--- config.mk ---
export PLATFORM = sky130hd
export DESIGN_NAME = rxw_node
export DESIGN_NICKNAME = d
export VERILOG_FILES = /design/src/rtl/rxw_pkg.sv /design/src/rtl/rxw_rd_unit.sv /design/src/rtl/rxw_ex_unit.sv /design/src/rtl/rxw_wr_unit.sv /design/src/rtl/rxw_node.sv
export SDC_FILE = /design/constraint.sdc
export NUM_CORES = 1
export LEC_CHECK = 0
export ABC_AREA = 1
export BUFFER_PORTS_ARGS = -buffer_cell sky130_fd_sc_hd__buf_4
export CELL_PAD_IN_SITES_DETAIL_PLACEMENT = 1
export CELL_PAD_IN_SITES_GLOBAL_PLACEMENT = 1
export CORE_AREA = 2 2 44 86
export DETAILED_ROUTE_END_ITERATION = 10
export DIE_AREA = 0 0 46 88
export PLACE_DENSITY_LB_ADDON = 0.1
export SLEW_MARGIN = 20
export SYNTH_ARGS = -nofsm -noshare
export SYNTH_HDL_FRONTEND = slang
export SYNTH_SLANG_ARGS = --single-unit
export TNS_END_PERCENT = 5
--- constraint.sdc ---
create_clock -name clk -period 2.9 [get_ports clk]
set_input_delay 0.29 -clock clk [delete_from_list [all_inputs] [get_ports clk]]
set_output_delay 0.29 -clock clk [all_outputs]
set_load 0.005 [all_outputs]
--- src/rtl/rxw_pkg.sv ---
package rxw_pkg;
    typedef enum logic [1:0] {
        K_READ  = 2'd0,
        K_EXEC  = 2'd1,
        K_WRITE = 2'd2,
        K_NOP   = 2'd3
    } op_kind_e;

    typedef enum logic {
        U_IDLE = 1'b0,
        U_WAIT = 1'b1
    } unit_st_e;
endpackage

--- src/rtl/rxw_rd_unit.sv ---
module rxw_rd_unit
    import rxw_pkg::*;
(
    input  logic clk,
    input  logic rst_n,
    input  logic start,
    input  logic src_valid,
    input  logic tok_full,
    output logic busy,
    output logic take
);
    unit_st_e state_q, state_d;

    always_ff @(posedge clk) begin
        if (!rst_n) state_q <= U_IDLE;
        else        state_q <= state_d;
    end

    always_comb begin
        state_d = state_q;
        unique case (state_q)
            U_IDLE: if (start) state_d = U_WAIT;
            U_WAIT: if (take)  state_d = U_IDLE;
        endcase
    end

    always_comb begin
        busy = (state_q == U_WAIT);
        take = (state_q == U_WAIT) && src_valid && !tok_full;
    end

    // a full slot blocks the fetch
    assert_stall_on_full_R3: assert property (@(posedge clk) disable iff (!rst_n)
        tok_full |-> !take);
endmodule

--- src/rtl/rxw_ex_unit.sv ---
module rxw_ex_unit
    import rxw_pkg::*;
#(
    parameter int NRD = 2,
    parameter int NWR = 2
) (
    input  logic           clk,
    input  logic           rst_n,
    input  logic           start,
    input  logic [NRD-1:0] in_mask,
    input  logic [NWR-1:0] out_mask,
    input  logic [NRD-1:0] rtok,
    input  logic [NWR-1:0] wtok,
    output logic           busy,
    output logic           fire,
    output logic [NRD-1:0] consume,
    output logic [NWR-1:0] produce
);
    unit_st_e       state_q, state_d;
    logic [NRD-1:0] need_q;
    logic [NWR-1:0] feed_q;

    always_ff @(posedge clk) begin
        if (!rst_n) begin
            state_q <= U_IDLE;
            need_q  <= '0;
            feed_q  <= '0;
        end else begin
            state_q <= state_d;
            if (start) begin
                need_q <= in_mask;
                feed_q <= out_mask;
            end
        end
    end

    always_comb begin
        state_d = state_q;
        unique case (state_q)
            U_IDLE: if (start) state_d = U_WAIT;
            U_WAIT: if (fire)  state_d = U_IDLE;
        endcase
    end

    always_comb begin
        busy    = (state_q == U_WAIT);
        fire    = (state_q == U_WAIT) && ((need_q & ~rtok) == '0)
                  && ((feed_q & wtok) == '0);
        consume = fire ? need_q : '0;
        produce = fire ? feed_q : '0;
    end

    // no fire in the acceptance cycle
    assert_no_fire_on_accept_R10: assert property (@(posedge clk) disable iff (!rst_n)
        start |-> !fire);
endmodule

--- src/rtl/rxw_wr_unit.sv ---
module rxw_wr_unit
    import rxw_pkg::*;
(
    input  logic clk,
    input  logic rst_n,
    input  logic start,
    input  logic tok,
    input  logic sink_ready,
    output logic busy,
    output logic push
);
    unit_st_e state_q, state_d;

    always_ff @(posedge clk) begin
        if (!rst_n) state_q <= U_IDLE;
        else        state_q <= state_d;
    end

    always_comb begin
        state_d = state_q;
        unique case (state_q)
            U_IDLE: if (start) state_d = U_WAIT;
            U_WAIT: if (push)  state_d = U_IDLE;
        endcase
    end

    always_comb begin
        busy = (state_q == U_WAIT);
        push = (state_q == U_WAIT) && tok && sink_ready;
    end
endmodule

--- src/rtl/rxw_node.sv ---
module rxw_node
    import rxw_pkg::*;
#(
    parameter int NRD = 2,
    parameter int NWR = 2,
    parameter int WIN = 4,
    parameter int CHW = 1
) (
    input  logic           clk,
    input  logic           rst_n,
    input  logic           op_valid,
    output logic           op_ready,
    input  logic [1:0]     op_kind,
    input  logic [CHW-1:0] op_chan,
    input  logic [NRD-1:0] op_in_mask,
    input  logic [NWR-1:0] op_out_mask,
    input  logic [NRD-1:0] in_valid,
    output logic [NRD-1:0] in_take,
    input  logic [NWR-1:0] out_ready,
    output logic [NWR-1:0] out_push,
    output logic           exec_fire
);
    localparam int CNTW = $clog2(WIN + 1);

    op_kind_e       kind;
    logic [NRD-1:0] rd_busy, rd_start, rtok_q, consume;
    logic [NWR-1:0] wr_busy, wr_start, wtok_q, produce;
    logic           ex_busy, ex_start, tgt_idle, room, accept;
    logic [CNTW-1:0] cnt_q;
    int             n_ack;

    assign kind = op_kind_e'(op_kind);

    // dispatcher
    always_comb begin
        tgt_idle = 1'b0;
        unique case (kind)
            K_READ:  tgt_idle = (int'(op_chan) < NRD) && !rd_busy[op_chan];
            K_EXEC:  tgt_idle = !ex_busy;
            K_WRITE: tgt_idle = (int'(op_chan) < NWR) && !wr_busy[op_chan];
            K_NOP:   tgt_idle = 1'b1;
        endcase
        room     = int'(cnt_q) < WIN;
        op_ready = (kind == K_NOP) || (room && tgt_idle);
        accept   = op_valid && op_ready && (kind != K_NOP);
        ex_start = accept && (kind == K_EXEC);
    end

    genvar g;
    generate
        for (g = 0; g < NRD; g++) begin : g_rd
            assign rd_start[g] = accept && (kind == K_READ) && (int'(op_chan) == g);
            rxw_rd_unit u_rd (
                .clk(clk), .rst_n(rst_n), .start(rd_start[g]),
                .src_valid(in_valid[g]), .tok_full(rtok_q[g]),
                .busy(rd_busy[g]), .take(in_take[g])
            );
            always_ff @(posedge clk) begin
                if (!rst_n)           rtok_q[g] <= 1'b0;
                else if (in_take[g])  rtok_q[g] <= 1'b1;
                else if (consume[g])  rtok_q[g] <= 1'b0;
            end
            // a read slot fills only through a take
            assert_rtok_from_take_R2: assert property (@(posedge clk) disable iff (!rst_n)
                $rose(rtok_q[g]) |-> $past(in_take[g]));
            // a read slot empties only through a fire naming it
            assert_rtok_by_fire_R4: assert property (@(posedge clk) disable iff (!rst_n)
                $fell(rtok_q[g]) |-> $past(exec_fire && consume[g]));
        end

        for (g = 0; g < NWR; g++) begin : g_wr
            assign wr_start[g] = accept && (kind == K_WRITE) && (int'(op_chan) == g);
            rxw_wr_unit u_wr (
                .clk(clk), .rst_n(rst_n), .start(wr_start[g]),
                .tok(wtok_q[g]), .sink_ready(out_ready[g]),
                .busy(wr_busy[g]), .push(out_push[g])
            );
            always_ff @(posedge clk) begin
                if (!rst_n)           wtok_q[g] <= 1'b0;
                else if (produce[g])  wtok_q[g] <= 1'b1;
                else if (out_push[g]) wtok_q[g] <= 1'b0;
            end
            // a write slot empties only through a push
            assert_wtok_by_push_R6: assert property (@(posedge clk) disable iff (!rst_n)
                $fell(wtok_q[g]) |-> $past(out_push[g]));
        end
    endgenerate

    rxw_ex_unit #(.NRD(NRD), .NWR(NWR)) u_ex (
        .clk(clk), .rst_n(rst_n), .start(ex_start),
        .in_mask(op_in_mask), .out_mask(op_out_mask),
        .rtok(rtok_q), .wtok(wtok_q), .busy(ex_busy),
        .fire(exec_fire), .consume(consume), .produce(produce)
    );

    // outstanding window
    always_comb begin
        n_ack = int'(exec_fire);
        for (int i = 0; i < NRD; i++) n_ack += int'(in_take[i]);
        for (int i = 0; i < NWR; i++) n_ack += int'(out_push[i]);
    end

    always_ff @(posedge clk) begin
        if (!rst_n) cnt_q <= '0;
        else        cnt_q <= CNTW'(int'(cnt_q) + int'(accept) - n_ack);
    end

    // window never exceeds its size
    assert_window_bound_R8: assert property (@(posedge clk) disable iff (!rst_n)
        int'(cnt_q) <= WIN);
endmodule

==> results of run 1 <==
[cell usage after synthesis, drive strengths merged]
cell and number:
a21oi 7, a22oi 1, buf 5, clkbuf 1, clkinv 1, dfxtp 16
fa 3, ha 4, inv 27, nand2 28, nand3 17, nor2 16
nor3 1, o21ai 4, xnor2 1, xor2 1
[timing repair]
item | 4_1_cts | 5_1_grt
resized for setup | 0 | 5
hold endpoints to repair | 0 | 0
buffers inserted | 0 | 0
endpoints found under the setup margin | 0 | 1
[cells in the final DEF, fill, tap and decap left out, drive strengths merged]
cell	count
a22oi	1
nor3	1
ha	4
clkbuf	4
a21oi	7
fa	3
nand3	17
xor2	1
nor2	16
clkinv	1
inv	27
dfxtp	16
xnor2	1
buf	25
nand2	28
o21ai	4
[tightest hold or removal path, cell delays in order]
cell,delay (ps)
buf_4,70
inv_1,30
nand3_1,60
nand2_1,40
nor2_1,70
[through the flow]
step | setup slack, ps | cell area (µm²)
2_1_floorplan | 202 | 980
3_3_place_gp | 64.5 | 1170
3_5_place_dp | -55.3 | 1170
4_1_cts | 27.1 | 1220
5_1_grt | 7.97 | 1240
6_report | 150 | 1240
[flip-flops by register name, indices dropped and copies added (netlist names)]
name	count
u_ex.need_q	2
g_rd.u_rd.busy	2
rtok_q	2
u_ex.feed_q	2
g_wr.u_wr.busy	2
wtok_q	2
cnt_q	3
u_ex.busy	1
[metal layers]
metal | up-vias | global-route usage [%] | share of wire, %
li1 | 447 | - | -
met1 | 404 | 13.7 | 37
met2 | 19 | 25.4 | 57
met3 | 6 | 1.24 | 3.3
met4 | 0 | 6.23 | 2.4
met5 | - | 0 | 0
[worst max-delay path by stage]
stage / slack (ps) / start / cells past startpoint / to
after floorplan: 200 / op_kind[1] / 13 / cnt_q[2]
after global placement: 60 / op_kind[1] / 16 / cnt_q[2]
after detailed placement: -60 / op_kind[1] / 16 / cnt_q[2]
after CTS: 30 / g_rd[1].u_rd.busy / 14 / cnt_q[2]
after global routing: 8 / g_rd[1].u_rd.busy / 14 / cnt_q[2]
final: 150 / g_rd[0].u_rd.busy / 14 / cnt_q[2]
[area by class of cell]
| type | count | area, µm² | area share [%] |
|---|---|---|---|
| multi-input combinational | 83 | 528 | 42.7 |
| sequential | 16 | 322 | 26.0 |
| timing repair buffer | 25 | 188 | 15.2 |
| inverter | 28 | 105 | 8.49 |
| clock buffer | 4 | 55.1 | 4.45 |
| tap | 32 | 40.0 | 3.24 |
[logic make-up (layout without fill, tap and decap cells)]
| kind of cell | Yosys count | after routing |
|---|---|---|
| compound gates | 12 | 12 |
| xor+xnor | 2 | 2 |
| fa+ha+maj | 7 | 7 |
| buf+inv | 34 | 57 |
| flops | 16 | 16 |
| simple gates | 62 | 62 |
[power by group]
group,switching (µW),internal [µW],total (µW)
Clock,82.0,121,203
Combinational,68.2,55.6,124
Sequential,7.28,234,242
==> results_dict.tcl, run 1 <==
set metrics [dict create \
    power_density_nw_per_um2 459 \
    r2r-end "cnt_q[2]" \
    fp.dieW_um 46 \
    cts_buffers 3 \
    netlist_top_cells_area "dfxtp_1, nand2_1, inv_1" \
    drt_iter0_markers 9 \
    start_util_pct 29.0 \
    hold_slack_ps 346 \
    ir_drop_mv 0.234 \
    dieHeight_um 88 \
    whs_path_depth 5 \
    syn_nets 154 \
    synth_fa_ha_area_share_pct 11.2 \
    seq_area_frac_synth_pct 32.7 \
    hold_viol 0 \
    first_global_vias 921 \
    finalCritPeriodShare_pct 94.8 \
    clock_sinks 16 \
    io_buffer_count 19 \
    synth_top_area_share_pct 32.7 \
    fin_tns_setup_ps 0 \
    start_kind "register" \
    synthMuxAreaShare_pct 0 \
    dp_hpwl_mm 2.08 \
    io_pins 20 \
    hold_class "in2reg" \
    grt_pass1_wl_mm 3.91 \
    post-place-cells 184 \
    syn2layout_area_growth_pct 26.3 \
    min_to "u_ex.feed_q[0]" \
    synthSimpleGateAreaFrac_pct 31.7 \
    worst_ep_required_time_ps 3040 \
    reg2reg_slack_ps 150 \
    timing.fmax_mhz 364 \
    drive_gt1_share_pct 29.5 \
    drc_errors 0 \
    ff2ff_path_depth 14 \
    antenna_cells 0 \
    final_core_util_pct 36.6 \
    grt_max_degree 18 \
    rsz0062_at_grt "no" \
    synth_seq_cells 16 \
    netlist_area_um2 980 \
    drv_cap 0 \
    synth_warnings 0 \
    holdBufCountCts 0 \
    htree_num_levels 1 \
    routabilityCongestion 0.830 \
    fp-row-count 30 \
    relSlewSlack_pct 78.9 \
    synthCells 133 \
    overflow 0 \
    synth_top_area_cell "dfxtp_1" \
    hp-start "op_out_mask[0]" \
    arrival_ps 2890 \
    worst_pin_slew_ps 315 \
    cts_buffer_depth 2 \
    path_max_fanout 2 \
    synth_top_family_by_area "simple AND/OR/NAND/NOR gates" \
    via_per_inst 4.66 \
    postSynthAreaPerCell_um2 7.37 \
    slowest_delay_ps 490 \
    fill_cells 433 \
    finalWirelength_mm 2.42 \
    root_buffer "clkbuf_8" \
    clk_latency_ps 250 \
    vias 876 \
    endpoint_kind "register" \
    clkTransAtPathRegs_ps 70 \
    path_cells "inv_1 -> nand2_1 -> nand3_2 -> nand3_4 -> nor2_8 -> fa_1 -> inv_1 -> fa_1 -> inv_1 -> fa_1 -> ha_2 -> xnor2_2 -> o21ai_1 -> a21oi_1" \
    r2r-start "g_rd[0].u_rd.busy" \
    leakage_uw 0.000623 \
    layout.cells.non_filler 188 \
    fin_crit_ps 2750 \
    synth_compound_area_share_pct 7.92 \
    nets 178 \
    cts_tree "done" \
    dieArea_um2 4050 \
    first_pass_iters 4 \
    crit_type "reg2reg" \
    wl_per_cell_um 12.9 \
    p_total_uw 568 \
    skew_ps 1.96 \
    core_um2 3380 \
    slowest_stage "fa_1" \
    synthXorXnorAreaFrac_pct 1.79 \
    crit_buf_inv 3 \
    setup_viol 0 \
    drv_slew 0 \
    grt_usage_pct 13.4 \
    antenna_found_initial 0 \
    outcome "complete, no violations" \
    synth.distinct_cells 23 \
    crit_family "adder cells" \
    drtAntennaViolNets 0 \
]
Power figures use the tool's default switching activity.
==> run 2: changes to the inputs <==
ABC_AREA = unset   (was 1)
CORE_AREA = 2 2 43 85   (was 2 2 44 86)
DIE_AREA = 0 0 45 87   (was 0 0 46 88)
==> run 2 against run 1 <==
Critical path depth fell by 2. Area after synthesis fell by 3.6%. Worst hold slack worse by 62 ps. Power rose by 1.5%. Clock skew about the same. Sequential power is 2% higher. Register-to-register slack lost 97 ps. Largest cell class unchanged. Cell area up 4.9%.
==> results_dict.tcl, run 2 <==
set metrics [dict create \
    outcome "complete, no violations" \
    postSynthAreaPerCell_um2 8.91 \
    routabilityCongestion 0.697 \
    fp.dieW_um 45 \
    io_pins 20 \
    cell_internal_pwr_uw 429 \
    antenna_found_initial 0 \
    crit_type "reg2reg" \
    drtAntennaViolNets 0 \
    rsz0062_at_grt "yes" \
    p_seq_share_pct 42.7 \
    timing.fmax_mhz 351 \
    dieHeight_um 87 \
    htree_num_levels 1 \
    fin_ws_ps 53.1 \
    drt_iter0_markers 5 \
    hold_viol 0 \
    synth_ff_type "dfxtp_1" \
    endpoint_kind "register" \
    skew_ps 2.00 \
    post-place-cells 165 \
    path_cells "a22oi_2 -> o21a_1 -> nand2_2 -> fa_1 -> inv_1 -> fa_2 -> inv_2 -> fa_1 -> ha_2 -> xor2_1 -> xnor2_1 -> and2_1" \
    relSlewSlack_pct 64.0 \
    seq_area_frac_synth_pct 33.9 \
    drv_cap 0 \
    first_global_vias 848 \
    overflow 0 \
    p_clk_share_pct 34.9 \
    synth-edff-count 0 \
    start_util_pct 28.6 \
    first_pass_iters 4 \
    reg2reg_slack_ps 50 \
    pre_cts_ws_ps -226 \
    nets 163 \
    p_sw_uw 148 \
    hold_class "in2reg" \
    synthCells 106 \
    arrival_ps 2990 \
    finalCritPeriodShare_pct 98.2 \
    mostFrequentLayoutCells "buf_4, nand2_1, dfxtp_1, inv_1, mux2i_1" \
    netlist_area_um2 945 \
    cts_buffer_depth 2 \
    via_per_inst 4.88 \
    dieArea_um2 3920 \
    clock_sinks 16 \
    fill_cells 412 \
    path_max_fanout 2 \
    slowest_delay_ps 530 \
    async_flop_share_pct 0 \
    antenna_cells 0 \
    wl_per_cell_um 13.3 \
    clkTransAtPathRegs_ps 70 \
    power_density_nw_per_um2 444 \
    drv_slew 0 \
    power_frac_comb_pct 22.4 \
    drc_errors 0 \
    leakage_uw 0.000622 \
    fin_crit_ps 2850 \
    cts_tree "done" \
    worst_ep_required_time_ps 3050 \
    clk_latency_ps 250 \
    root_buffer "clkbuf_8" \
    core_um2 3300 \
    grt_usage_pct 13.2 \
    syn2layout_area_growth_pct 37.4 \
    ir_drop_mv 0.287 \
    swShare_pct 25.6 \
    regMostFlops "cnt_q" \
    vias 845 \
    crit_buf_inv 2 \
    dp_hpwl_mm 1.87 \
    wl_met2_mm 1.21 \
    crit_family "adder cells" \
    crit_top_cell "fa_1" \
    setup_viol 0 \
    grt_pass1_wl_mm 3.73 \
    netlist_top_cells_area "dfxtp_1, fa_1, mux2i_1" \
    synth_top_area_share_pct 33.9 \
    final_core_util_pct 39.3 \
    start_kind "register" \
    layout.cells.non_filler 173 \
    slowest_stage "fa_1" \
    cts_buffers 3 \
    met1_length_um 959 \
    fp-row-count 30 \
    drive_gt1_share_pct 36.2 \
    finalWirelength_mm 2.30 \
    io_buffer_count 19 \
    synth_seq_cells 16 \
    synth_top_area_cell "dfxtp_1" \
    routed.top_layer "met4" \
    syn_nets 127 \
    synth_warnings 0 \
    worst_pin_slew_ps 532 \
    final_common_cell "buf_4" \
    synth.most_common_cell "dfxtp_1" \
    synth.distinct_cells 34 \
    largest_reg_flops 3 \
    synthTopCellsByCount "dfxtp_1, nand2_1, inv_1" \
    grt_max_degree 21 \
    dr_wl_met3_um 89 \
]
## run 2: cell types whose count changed in the layout (fill, tap and decap cells not counted), sizes merged, moves of 4 or more
| cell | before | now |
|---|---|---|
| mux2i | 0 | 6 |
| nor2 | 16 | 2 |
| o21a | 0 | 4 |
| buf | 25 | 38 |
| inv | 27 | 9 |
| a21oi | 7 | 1 |
| nand2 | 28 | 15 |
| and2 | 0 | 4 |
| nand3 | 17 | 3 |
## run 2: final cells by class
class / count / area, µm² / area share [%]
Timing Repair Buffer: 38 / 285 / 22.0
Sequential cell: 16 / 323 / 24.9
Clock buffer: 4 / 55.1 / 4.24
Tap cell: 32 / 40.0 / 3.09
Multi-Input combinational cell: 74 / 561 / 43.2
Inverter: 9 / 33.8 / 2.60
## run 2: power groups by stage
stage / Sequential, µW / Clock (µW) / Combinational (µW)
final: 246 / 201 / 129
after global routing: 249 / 221 / 147
after CTS: 247 / 209 / 132
after detailed placement: 252 / 0 / 128
after global placement: 251 / 0 / 125
after floorplan: 251 / 0 / 71.3
## run 2: final timing paths
path / startpoint / endpoint / cells past startpoint
max reg2reg: wtok_q[1] / cnt_q[2] / 12
min reg2reg: u_ex.need_q[1] / u_ex.need_q[1] / 2
max: wtok_q[1] / cnt_q[2] / 12
min: op_out_mask[1] / u_ex.feed_q[1] / 3
## run 2: repair_timing
item                                    in CTS  in global routing
hold buffers                                 0                  0
pin swaps                                    4                  4
buffers inserted                             2                  2
resized for setup                            4                  4
endpoints found under the setup margin       1                  1
## run 2: logic make-up after synthesis
| group | count (synthesis) | share of synthesized area [%] |
|---|---|---|
| AND/OR/NAND/NOR | 37 | 19.9 |
| multiplexers | 6 | 6.36 |
| flip-flops | 16 | 33.9 |
| XOR/XNOR | 3 | 2.78 |
| AO/OA/AOI/OAI | 21 | 16.7 |
| adder cells (fa/ha/maj) | 7 | 11.7 |
| buffers and inverters | 16 | 8.74 |
## run 2: tightest hold or removal path, cell delays in order
cell	delay [ps]
buf_4	110
nand2_1	40
mux2i_1	50
## run 2: per-stage QoR
stage / hold slack (ps) / instance area [µm²] / power (µW) / setup TNS, ps
6_report: 283 / 1300 / 577 / 0
5_1_grt: 292 / 1300 / 616 / -58.7
3_3_place_gp: 473 / 1190 / 376 / -129
4_1_cts: 281 / 1270 / 588 / 0
2_1_floorplan: 432 / 945 / 322 / 0
3_5_place_dp: 477 / 1190 / 379 / -245
## run 2: metal layers
metal	track usage, %	up-vias
met5	0	-
li1	-	430
met2	22.7	16
met4	5.61	0
met3	1.87	4
met1	15.5	395
